==> src/rtl/sclk_div_pkg.sv <==
package sclk_div_pkg;

    // Upper bound on any requested serial rate, in MHz
    localparam int unsigned RATE_CAP_MHZ = 25;

    // Smallest ratio >= 2 keeping sys/ratio at or below the capped target
    function automatic int unsigned calc_default_div(
        input int unsigned sys_mhz,
        input int unsigned tgt_mhz,
        input int unsigned max_div
    );
        int unsigned tgt;
        int unsigned d;
        tgt = (tgt_mhz > RATE_CAP_MHZ) ? RATE_CAP_MHZ : tgt_mhz;
        if (tgt == 0) tgt = 1;
        d = (sys_mhz + tgt - 1) / tgt;
        if (d < 2) d = 2;
        if (d > max_div) d = max_div;
        return d;
    endfunction

endpackage

==> src/rtl/sclk_div_cfg.sv <==
module sclk_div_cfg #(
    parameter int unsigned DIV_W   = 8,
    parameter logic [DIV_W-1:0] DEF_DIV = 5
) (
    input  logic             clk,
    input  logic             rst_n,
    input  logic             run_i,
    input  logic             wr_i,
    input  logic [DIV_W-1:0] wdata_i,
    output logic [DIV_W-1:0] div_o
);

    localparam logic [DIV_W-1:0] DIV_MIN = DIV_W'(2);

    typedef struct packed {
        logic [DIV_W-1:0] active;
        logic [DIV_W-1:0] pend;
        logic             pend_vld;
    } cfg_state_t;

    cfg_state_t s_d, s_q;
    logic [DIV_W-1:0] wr_clamped;

    always_comb begin
        wr_clamped = (wdata_i < DIV_MIN) ? DIV_MIN : wdata_i;
        s_d = s_q;
        // Apply a pending ratio only while the shifter is idle
        if (!run_i && s_q.pend_vld) begin
            s_d.active   = s_q.pend;
            s_d.pend_vld = 1'b0;
        end
        // A newer write replaces whatever is pending
        if (wr_i) begin
            s_d.pend     = wr_clamped;
            s_d.pend_vld = 1'b1;
        end
    end

    always_ff @(posedge clk or negedge rst_n) begin
        if (!rst_n) begin
            s_q.active   <= DEF_DIV;
            s_q.pend     <= DEF_DIV;
            s_q.pend_vld <= 1'b0;
        end else begin
            s_q <= s_d;
        end
    end

    assign div_o = s_q.active;


    div_floor_chk: assert property (@(posedge clk) disable iff (!rst_n)
        s_q.active >= DIV_MIN);


    div_hold_chk: assert property (@(posedge clk) disable iff (!rst_n)
        run_i |=> $stable(s_q.active));

endmodule

==> src/rtl/sclk_phase_gen.sv <==
module sclk_phase_gen #(
    parameter int unsigned DIV_W = 8
) (
    input  logic             clk,
    input  logic             rst_n,
    input  logic             run_i,
    input  logic [DIV_W-1:0] div_i,
    output logic             sclk_o,
    output logic             rise_o,
    output logic             fall_o
);

    typedef struct packed {
        logic [DIV_W-1:0] cnt;
        logic             sclk;
        logic             rise;
        logic             fall;
    } ph_state_t;

    ph_state_t s_d, s_q;
    logic [DIV_W-1:0] lo_len;
    logic [DIV_W-1:0] rise_at;
    logic [DIV_W-1:0] last_at;

    always_comb begin
        // Low phase gets the extra cycle of an odd ratio
        lo_len  = div_i - (div_i >> 1);
        rise_at = lo_len - 1'b1;
        last_at = div_i - 1'b1;
        s_d = s_q;
        if (!run_i) begin
            s_d.cnt  = '0;
            s_d.sclk = 1'b0;
            s_d.rise = 1'b0;
            s_d.fall = 1'b0;
        end else begin
            s_d.rise = (s_q.cnt == rise_at);
            s_d.fall = (s_q.cnt == last_at);
            s_d.sclk = (s_q.cnt >= rise_at) && (s_q.cnt != last_at);
            s_d.cnt  = (s_q.cnt == last_at) ? '0 : s_q.cnt + 1'b1;
        end
    end

    always_ff @(posedge clk or negedge rst_n) begin
        if (!rst_n) begin
            s_q <= '0;
        end else begin
            s_q <= s_d;
        end
    end

    assign sclk_o = s_q.sclk;
    assign rise_o = s_q.rise;
    assign fall_o = s_q.fall;


    stb_excl_chk: assert property (@(posedge clk) disable iff (!rst_n)
        !(s_q.rise && s_q.fall));


    rise_edge_chk: assert property (@(posedge clk) disable iff (!rst_n)
        s_q.rise |-> (s_q.sclk && !$past(s_q.sclk)));


    fall_edge_chk: assert property (@(posedge clk) disable iff (!rst_n)
        s_q.fall |-> (!s_q.sclk && $past(s_q.sclk)));


    idle_quiet_chk: assert property (@(posedge clk) disable iff (!rst_n)
        !run_i |=> (!s_q.sclk && !s_q.rise && !s_q.fall));

endmodule

==> src/rtl/sclk_divider.sv <==
module sclk_divider #(
    parameter int unsigned SYS_CLK_MHZ = 100,
    parameter int unsigned TARGET_MHZ  = 20,
    parameter int unsigned REG_W       = 16
) (
    input  logic                 clk,
    input  logic                 rst_n,
    input  logic                 run_i,
    input  logic                 cfg_wr_i,
    input  logic [REG_W/2-1:0]   cfg_wdata_i,
    output logic [REG_W-1:0]     cfg_rdata_o,
    output logic                 sclk_o,
    output logic                 rise_stb_o,
    output logic                 fall_stb_o
);

    import sclk_div_pkg::*;

    localparam int unsigned DIV_W   = REG_W / 2;
    localparam int unsigned MAX_DIV = (1 << DIV_W) - 1;
    localparam logic [DIV_W-1:0] DEF_DIV =
        DIV_W'(calc_default_div(SYS_CLK_MHZ, TARGET_MHZ, MAX_DIV));
    localparam logic [DIV_W-1:0] FREQ_FIELD = DIV_W'(SYS_CLK_MHZ);

    logic [DIV_W-1:0] div_active;

    sclk_div_cfg #(
        .DIV_W   (DIV_W),
        .DEF_DIV (DEF_DIV)
    ) cfg_i (
        .clk     (clk),
        .rst_n   (rst_n),
        .run_i   (run_i),
        .wr_i    (cfg_wr_i),
        .wdata_i (cfg_wdata_i),
        .div_o   (div_active)
    );

    sclk_phase_gen #(
        .DIV_W (DIV_W)
    ) phase_i (
        .clk    (clk),
        .rst_n  (rst_n),
        .run_i  (run_i),
        .div_i  (div_active),
        .sclk_o (sclk_o),
        .rise_o (rise_stb_o),
        .fall_o (fall_stb_o)
    );

    // Readback reports build-time constants only
    assign cfg_rdata_o = {FREQ_FIELD, DEF_DIV};

endmodule

==> config.mk <==
export PLATFORM = sky130hd
export DESIGN_NAME = sclk_divider
export DESIGN_NICKNAME = d
export VERILOG_FILES = /design/src/rtl/sclk_div_pkg.sv /design/src/rtl/sclk_div_cfg.sv /design/src/rtl/sclk_phase_gen.sv /design/src/rtl/sclk_divider.sv
export SDC_FILE = /design/constraint.sdc
export NUM_CORES = 1
export LEC_CHECK = 0
export BUFFER_PORTS_ARGS = -buffer_cell sky130_fd_sc_hd__buf_2
export CORE_AREA = 2 2 65 67
export DETAILED_ROUTE_END_ITERATION = 16
export DIE_AREA = 0 0 67 69
export HOLD_SLACK_MARGIN = 0.03
export PLACE_DENSITY = 0.76
export SYNTH_ARGS = -nofsm -noshare
export SYNTH_HDL_FRONTEND = slang
export SYNTH_SLANG_ARGS = --single-unit
==> constraint.sdc <==
create_clock -name clk -period 5 [get_ports clk]
set_input_delay 0.25 -clock clk [delete_from_list [all_inputs] [get_ports clk]]
set_output_delay 0.25 -clock clk [all_outputs]
set_load 0.005 [all_outputs]
# Yosys cells after proc, flatten, opt, wreduce, memory -nomap -nowiden

Cells that the tools add are included.

Eq/ne operators: 3
$add $sub $neg: 4
Reductions and logical operators: 4
$lt $le $gt $ge: 2
Mux-type cells: 5

Operators by type and width:

| kind                                                                          | count |
|---|---|
| 8-bit == test                                                                 | 2 |
| 8-bit 2-to-1 mux                                                              | 2 |
| 8-bit by 1-bit subtractor with 8-bit output (second input constant)           | 2 |
| 11-bit 2-to-1 mux                                                             | 1 |
| 8-bit by 1-bit adder with 8-bit output (second input constant)                | 1 |
| 8-bit >= comparator                                                           | 1 |
| 8-bit by 2-bit less-than comparator with 1-bit output (second input constant) | 1 |
| 8-bit inequality test                                                         | 1 |
| 8-bit by 7-bit subtractor with 8-bit output                                   | 1 |
| 1-bit logical AND                                                             | 2 |
| 1-bit 2-to-1 mux                                                              | 2 |
| 2-bit nonzero test                                                            | 1 |
| 1-bit zero test                                                               | 1 |

Word-level logic and storage cells: 25
Input bits: 12
Output and inout bits: 19
Bits in registers: 28

# Logic depth before layout (Yosys ltp)

Gate-level depths: netlist of run 1.

Word-level depth: 5
Gate-level depth with buffers: 14
Mapped depth without buffers: 14

# Modules after synthesis

From an unflattened synthesis of run 1, not the netlist that was laid out.

Cell total of the unflattened synthesis: 204
Area total of the unflattened synthesis: 2138.3 µm²

By module, submodules not included:

| module         | instances | area each (µm²) | seq. area each (µm²) | cells each |
|---|---|---|---|---|
| sclk_phase_gen | 1         | 1262.5          | 275.3                | 135 |
| sclk_div_cfg   | 1         | 748.2           | 430.4                | 51 |
| sclk_divider   | 1         | 127.6           | 0.0                  | 18 |

# Least setup slack after synthesis of run 1

No wires, ideal clock.

Path kind: reg-to-reg
Start point: register cfg_i.s_q, in the netlist cfg_i.div_o[2]
End point: register phase_i.s_q, in the netlist phase_i.sclk_o
Required time: 4.844 ns
Period minus slack after synthesis: 2.690 ns
Setup slack: 2.310 ns
Cell stages (with the launch flop): 13
Arrival time: 2.534 ns
Library setup time: 0.156 ns
Buffers on the path: 0
Path through: dfstp_2 -> inv_1 -> ha_1 -> o21bai_1 -> a221oi_1 -> nor2_1 -> xnor2_1 -> ha_1 -> a21o_1 -> a21o_1 -> a21oi_1 -> o21a_1 -> a211oi_1

RTL lines:

| item                 | RTL line             | source |
|---|---|---|
| start, declared      | sclk_div_cfg.sv:21   | `cfg_state_t s_d, s_q;` |
| end signal, assigned | sclk_phase_gen.sv:46 | `s_q <= '0;` |
| end signal, assigned | sclk_phase_gen.sv:48 | `s_q <= s_d;` |
| end, declared        | sclk_phase_gen.sv:20 | `ph_state_t s_d, s_q;` |

==> results of run 1 <==
## Yosys cell counts (4+ instances only)
cell type	instances	share of area
a21o_1	4	0.015
nand2_1	12	0.022
ha_1	26	0.16
buf_4	16	0.060
dfstp_2	4	0.052
inv_1	20	0.037
xor2_1	6	0.026
a21oi_1	5	0.012
o21ai_0	9	0.022
dfrtp_1	24	0.30
nor2_1	5	0.0093
nand3_1	4	0.0099
mux2_2	6	0.033
a211oi_1	10	0.037
xnor2_1	18	0.078
## worst min-delay path, delay by kind of cell
kind                   cells  cell delay [ns]
buffers and inverters      2             0.13
AOI/OAI and AO/OA          1             0.05
## layout make-up
class                           count  area (µm²)
Multi-Input combinational cell    149        1160
Fill cell                         367        1760
Clock buffer                        3        41.3
Tap cell                           50        62.6
Sequential cell                    28         706
Inverter                           21        78.8
Clock inverter                      1        30.0
Timing Repair Buffer               15        80.1
## registers in the layout (all words and copies together) (netlist names)
| register | cells |
|---|---|
| cfg_i.s_q | 9 |
| cfg_i.div_o | 8 |
| phase_i.s_q | 8 |
| phase_i.fall_o | 1 |
| phase_i.rise_o | 1 |
| phase_i.sclk_o | 1 |
## logic make-up after synthesis
kind of cell,count (synthesis),share of synthesized area
buffers and inverters,39,0.102
DFF,28,0.350
adders and majority gates,27,0.171
xor gates and xnor gates,24,0.104
muxes,6,0.0335
AOI/OAI and AO/OA,40,0.144
and+or+nand+nor,36,0.0918
other,2,0.00372
## worst paths after layout
path,end,cells past startpoint,slack [ns]
setup / recovery,phase_i.sclk_o,12,2.02
max in group asynchronous,cfg_i.s_q[5],2,4.08
hold reg to reg,cfg_i.s_q[0],1,0.48
setup reg to reg,phase_i.sclk_o,12,2.02
min in group asynchronous,phase_i.s_q[4],2,0.52
hold / removal,cfg_i.s_q[1],3,0.15
## layer usage
layer / GRT usage / routed length (µm) / share of wire
met1: 0.219 / 1600 / 0.46
met3: 0.0408 / 122 / 0.035
met2: 0.284 / 1720 / 0.50
met4: 0.0227 / 19 / 0.0055
met5: 0 / 0 / 0
## power by group through the flow
stage	combinational [mW]	clock (mW)	sequential, mW
3_3_place_gp	0.269	0	0.272
4_1_cts	0.277	0.184	0.269
3_5_place_dp	0.274	0	0.273
6_report	0.277	0.182	0.268
2_1_floorplan	0.227	0	0.268
5_1_grt	0.319	0.193	0.272
## stage by stage
step	instances	cell area (µm²)	setup slack, ns
after floorplan	216	2070	2.31
final	267	2160	2.02
after global routing	267	2160	1.80
after detailed placement	262	2080	2.06
after global placement	262	2080	2.14
after CTS	267	2160	2.04
==> impl_metrics.yaml, run 1 <==
cells_and_area:
  area_growth_syn_to_layout_pct: 6.88
  final_nets: 257
  fin_util: 0.551
  drive_gt1_frac: 0.138
  antenna_cells: 0
  final_cell_mix: "ha_1, dfrtp_1, inv_1"
  final_common_cell: "ha_1"
synthesis:
  synth_cells: 202
  synth_cell_type_count: 37
  synthesis.area_mm2: 0.00202
  synth_edf_count: 0
  synth_seq_cells: 28
  avgSynthCellArea_um2: 9.99
  yosys_warnings: 0
  async_flop_share: 1.00
  synth-seq-area-share: 0.350
  synth_top_flop_cell: "dfrtp_1"
setup_path:
  critPathLaunchType: "flop"
  cp.arrival_ns: 3.11
  crit_slowest_cell: "dfstp_2"
  path_class: "flop to flop"
  path_cells: "inv_1, ha_1, o21bai_1, a221oi_1, nor2_1, xnor2_1, ha_1, a21o_1, a21o_1, a21oi_1, o21a_1, a211oi_1"
  r2r-start: "cfg_i.div_o[2]"
  cp_top_family: "compound AO/OA/AOI/OAI gates"
  setup.worst_path.end_class: "flop"
  timing.critical_path.buf_inv: 1
  critPathMaxFanout: 5
  crit_required_ns: 5.13
  critPathLaunch: "cfg_i.div_o[2]"
  critPathMaxStageDelay_ns: 0.59
routing:
  wl_um: 3460
  vias: 1361
  dr.first_iter.drc_count: 62
  vias_per_cell: 5.10
  drc_errors: 0
  ant_nets: 0
  wl_per_cell_um: 13.0
  firstDrtPassIters: 4
cts:
  cts-root-buf: "clkbuf_8"
  path_clk_slew_ns: 0.10
  cts_tree: "done"
  insertion_delay_ns: 0.28
  clk_path_buf_depth: 2
  post_cts_buffers: 0
  cts_resized: 0
  numCtsBuffers: 3
  hold_buffers: 1
  htreeDepth: 1
  cts_num_sinks: 28
timing:
  grt_setup_unrepaired: "no"
  worstMarginPinSlew_ns: 0.823
  fin_crit_ns: 2.98
  skew_ns: 0.00217
  max_freq_mhz: 336
  finalSetupTns_ns: 0
  fin_crit_sh: 0.596
  setup_viol: 0
  slew_headroom: 0.450
  finalHoldWorstSlack_ns: 0.155
  hold_violations: 0
  final_max_slew_viol_count: 0
floorplan:
  ios: 31
  die_area_mm2: 0.00462
  rows: 23
  dieWidth_um: 67
  start_util: 0.516
  die_y_um: 69
  core_mm2: 0.00391
global_route:
  grt_usage: 0.168
  antenna_found_initial: 0
  grt_pass1_vias: 1350
  grt_max_degree: 29
  overflow: 0
  grt_pass1_wl_um: 6050
pwr:
  p_int_mw: 0.477
  clock_power_share: 0.251
  p_comb_frac: 0.380
  ir_drop_uv: 227
  p_leak_nw: 1.03
  sequentialPowerShare: 0.369
  swShare: 0.344
  power_density_mw_per_mm2: 337
  switchingPower_mw: 0.250
  finalPower_mw: 0.728
placed_design:
  hpwl_um: 2670
  gp_congestion: 0.826
  numPortBuffers: 14
hold_path:
  min_from: "cfg_wdata_i[0]"
  hp-class: "primary input to flop"
outcome:
  status: "completed"
job:
  cap_violations: 0
Note: power is estimated with default switching activity, not from simulation.
==> run 2, diff against run 1 <==
Clock period 5 ns to 2.8 ns, I/O delays scaled along.
==> run 2 against run 1 <==
  * Clock power is 76% higher
  * Final cell count is 2.6% higher
  * Final area is 6.4% higher
  * Largest power group unchanged
==> impl_metrics.yaml, run 2 (same netlist as run 1, synthesis figures left out) <==
floorplan:
  dieWidth_um: 67
  die_y_um: 69
  core_mm2: 0.00391
  ios: 31
  start_util: 0.516
  die_area_mm2: 0.00462
  rows: 23
timing:
  fin_crit_sh: 0.972
  worstMarginPinSlew_ns: 0.904
  slew_headroom: 0.393
  setup_viol: 0
  max_freq_mhz: 367
  finalHoldWorstSlack_ns: 0.0502
  hold_violations: 0
  grt_setup_unrepaired: "yes"
  fin_crit_ns: 2.72
  skew_ns: 0.00175
  final_max_slew_viol_count: 0
cells_and_area:
  final_common_cell: "dfrtp_1"
  regMostFlops: "cfg_i.s_q"
  multi_input_area_mm2: 0.00124
  antenna_cells: 0
  fin_util: 0.586
  final_cell_mix: "dfrtp_1, ha_1, xnor2_1"
  stdcell_area_mm2: 0.00229
  fillers: 352
  regArea_um2: 706
  area_growth_syn_to_layout_pct: 13.7
  final_nets: 264
  finalNonFillerCells: 274
  drive_gt1_frac: 0.228
  largest_reg_flops: 9
routing:
  dr.first_iter.drc_count: 53
  wl_um: 3590
  vias_per_cell: 5.12
  drc_errors: 0
  ant_nets: 0
  vias: 1404
  wl_per_cell_um: 13.1
  firstDrtPassIters: 3
global_route:
  busiest_layer: "met2"
  grt_pass1_wl_um: 6180
  met2_usage: 0.275
  grt_max_degree: 29
  antenna_found_initial: 0
  use_met3: 0.0343
  grt.met1_usage: 0.231
  grt_pass1_vias: 1357
  overflow: 0
  grt_usage: 0.169
setup_path:
  path_cells: "ha_4, inv_2, fa_2, o21bai_1, a21oi_2, o21bai_1, a21oi_1, xor2_1, ha_1, a21o_1, a21oi_2, o21a_1, a211oi_2"
  path_class: "flop to flop"
  crit_cells: 13
  r2r_cells: 13
  cp-endpoint: "phase_i.sclk_o"
  critPathLaunch: "cfg_i.div_o[0]"
  cp_top_family: "compound AO/OA/AOI/OAI gates"
  setup.worst_path.end_class: "flop"
  critPathMaxFanout: 4
  r2r-start: "cfg_i.div_o[0]"
  reg2reg_setup_slack_ns: 0.08
  r2r-end: "phase_i.sclk_o"
  crit_slowest_cell: "dfstp_2"
  critPathMaxStageDelay_ns: 0.59
  cp.arrival_ns: 2.85
  crit_required_ns: 2.92
  timing.critical_path.buf_inv: 1
  critPathLaunchType: "flop"
pwr:
  power_density_mw_per_mm2: 606
  swShare: 0.344
  p_int_mw: 0.912
  finalPower_mw: 1.39
  clock_power_share: 0.230
  sequentialPowerShare: 0.344
  p_comb_frac: 0.426
  p_leak_nw: 1.07
  ir_drop_uv: 393
  switchingPower_mw: 0.479
cts:
  cts-root-buf: "clkbuf_8"
  cts_num_sinks: 28
  numCtsBuffers: 3
  htreeDepth: 1
  clk_path_buf_depth: 2
  cts_tree: "done"
  insertion_delay_ns: 0.27
  path_clk_slew_ns: 0.10
outcome:
  status: "completed"
placed_design:
  placed_cells: 267
  numPortBuffers: 14
  place_area_mm2: 0.00211
  gp_congestion: 0.823
  hpwl_um: 2710
job:
  cap_violations: 0
hold_path:
  hp-class: "primary input to flop"
run 2: power by group through the flow:
stage               Sequential (mW)  Combinational [mW]  Clock, mW
floorplan                     0.479               0.406          0
global placement              0.483               0.500          0
detailed placement            0.485               0.519          0
CTS                           0.477               0.535      0.331
global route                  0.484               0.667      0.341
finish                        0.479               0.592      0.320
run 2: worst min path at each step:
stage / from / endpoint / slack (ns) / cells past startpoint
after detailed placement: rst_n / phase_i.s_q[5] / 0.20 / 1
after global routing: cfg_wdata_i[0] / cfg_i.s_q[1] / 0.05 / 3
after CTS: cfg_wdata_i[0] / cfg_i.s_q[1] / 0.04 / 3
final: cfg_wdata_i[0] / cfg_i.s_q[1] / 0.05 / 3
after floorplan: rst_n / cfg_i.div_o[1] / -0.16 / 0
after global placement: rst_n / phase_i.s_q[5] / 0.18 / 1
run 2: metrics by stage:
step / setup TNS, ns / setup slack (ns)
floorplan: 0 / 0.110
global placement: 0 / 0.0515
detailed placement: -0.0454 / -0.0454
CTS: 0 / 0.000849
global route: -0.0840 / -0.0840
finish: 0 / 0.0780
run 2: routing by layer:
layer,part of all wire,vias to the layer above
met5,0,-
met4,0.0095,0
met3,0.033,4
met2,0.50,26
met1,0.46,668
li1,-,706
run 2: final cells by class:
cell class | instances | area share
Sequential cell | 28 | 0.308
Multi-Input combinational cell | 149 | 0.542
Clock buffer | 3 | 0.0180
Timing Repair Buffer | 22 | 0.0578
Inverter | 21 | 0.0344
Tap cell | 50 | 0.0273
Clock inverter | 1 | 0.0131
run 2: timing repair:
item,CTS,global route
endpoints found under the hold margin,24,0
gates resized for setup,2,15
buffers inserted,0,2
hold buffers,1,0
cloned,0,0
pin swaps,0,14
setup endpoints to repair,1,2
run 2: tightest hold or removal path, cell delays in order:
cell and delay, ns:
buf_2 0.09, inv_1 0.04, o22ai_1 0.05
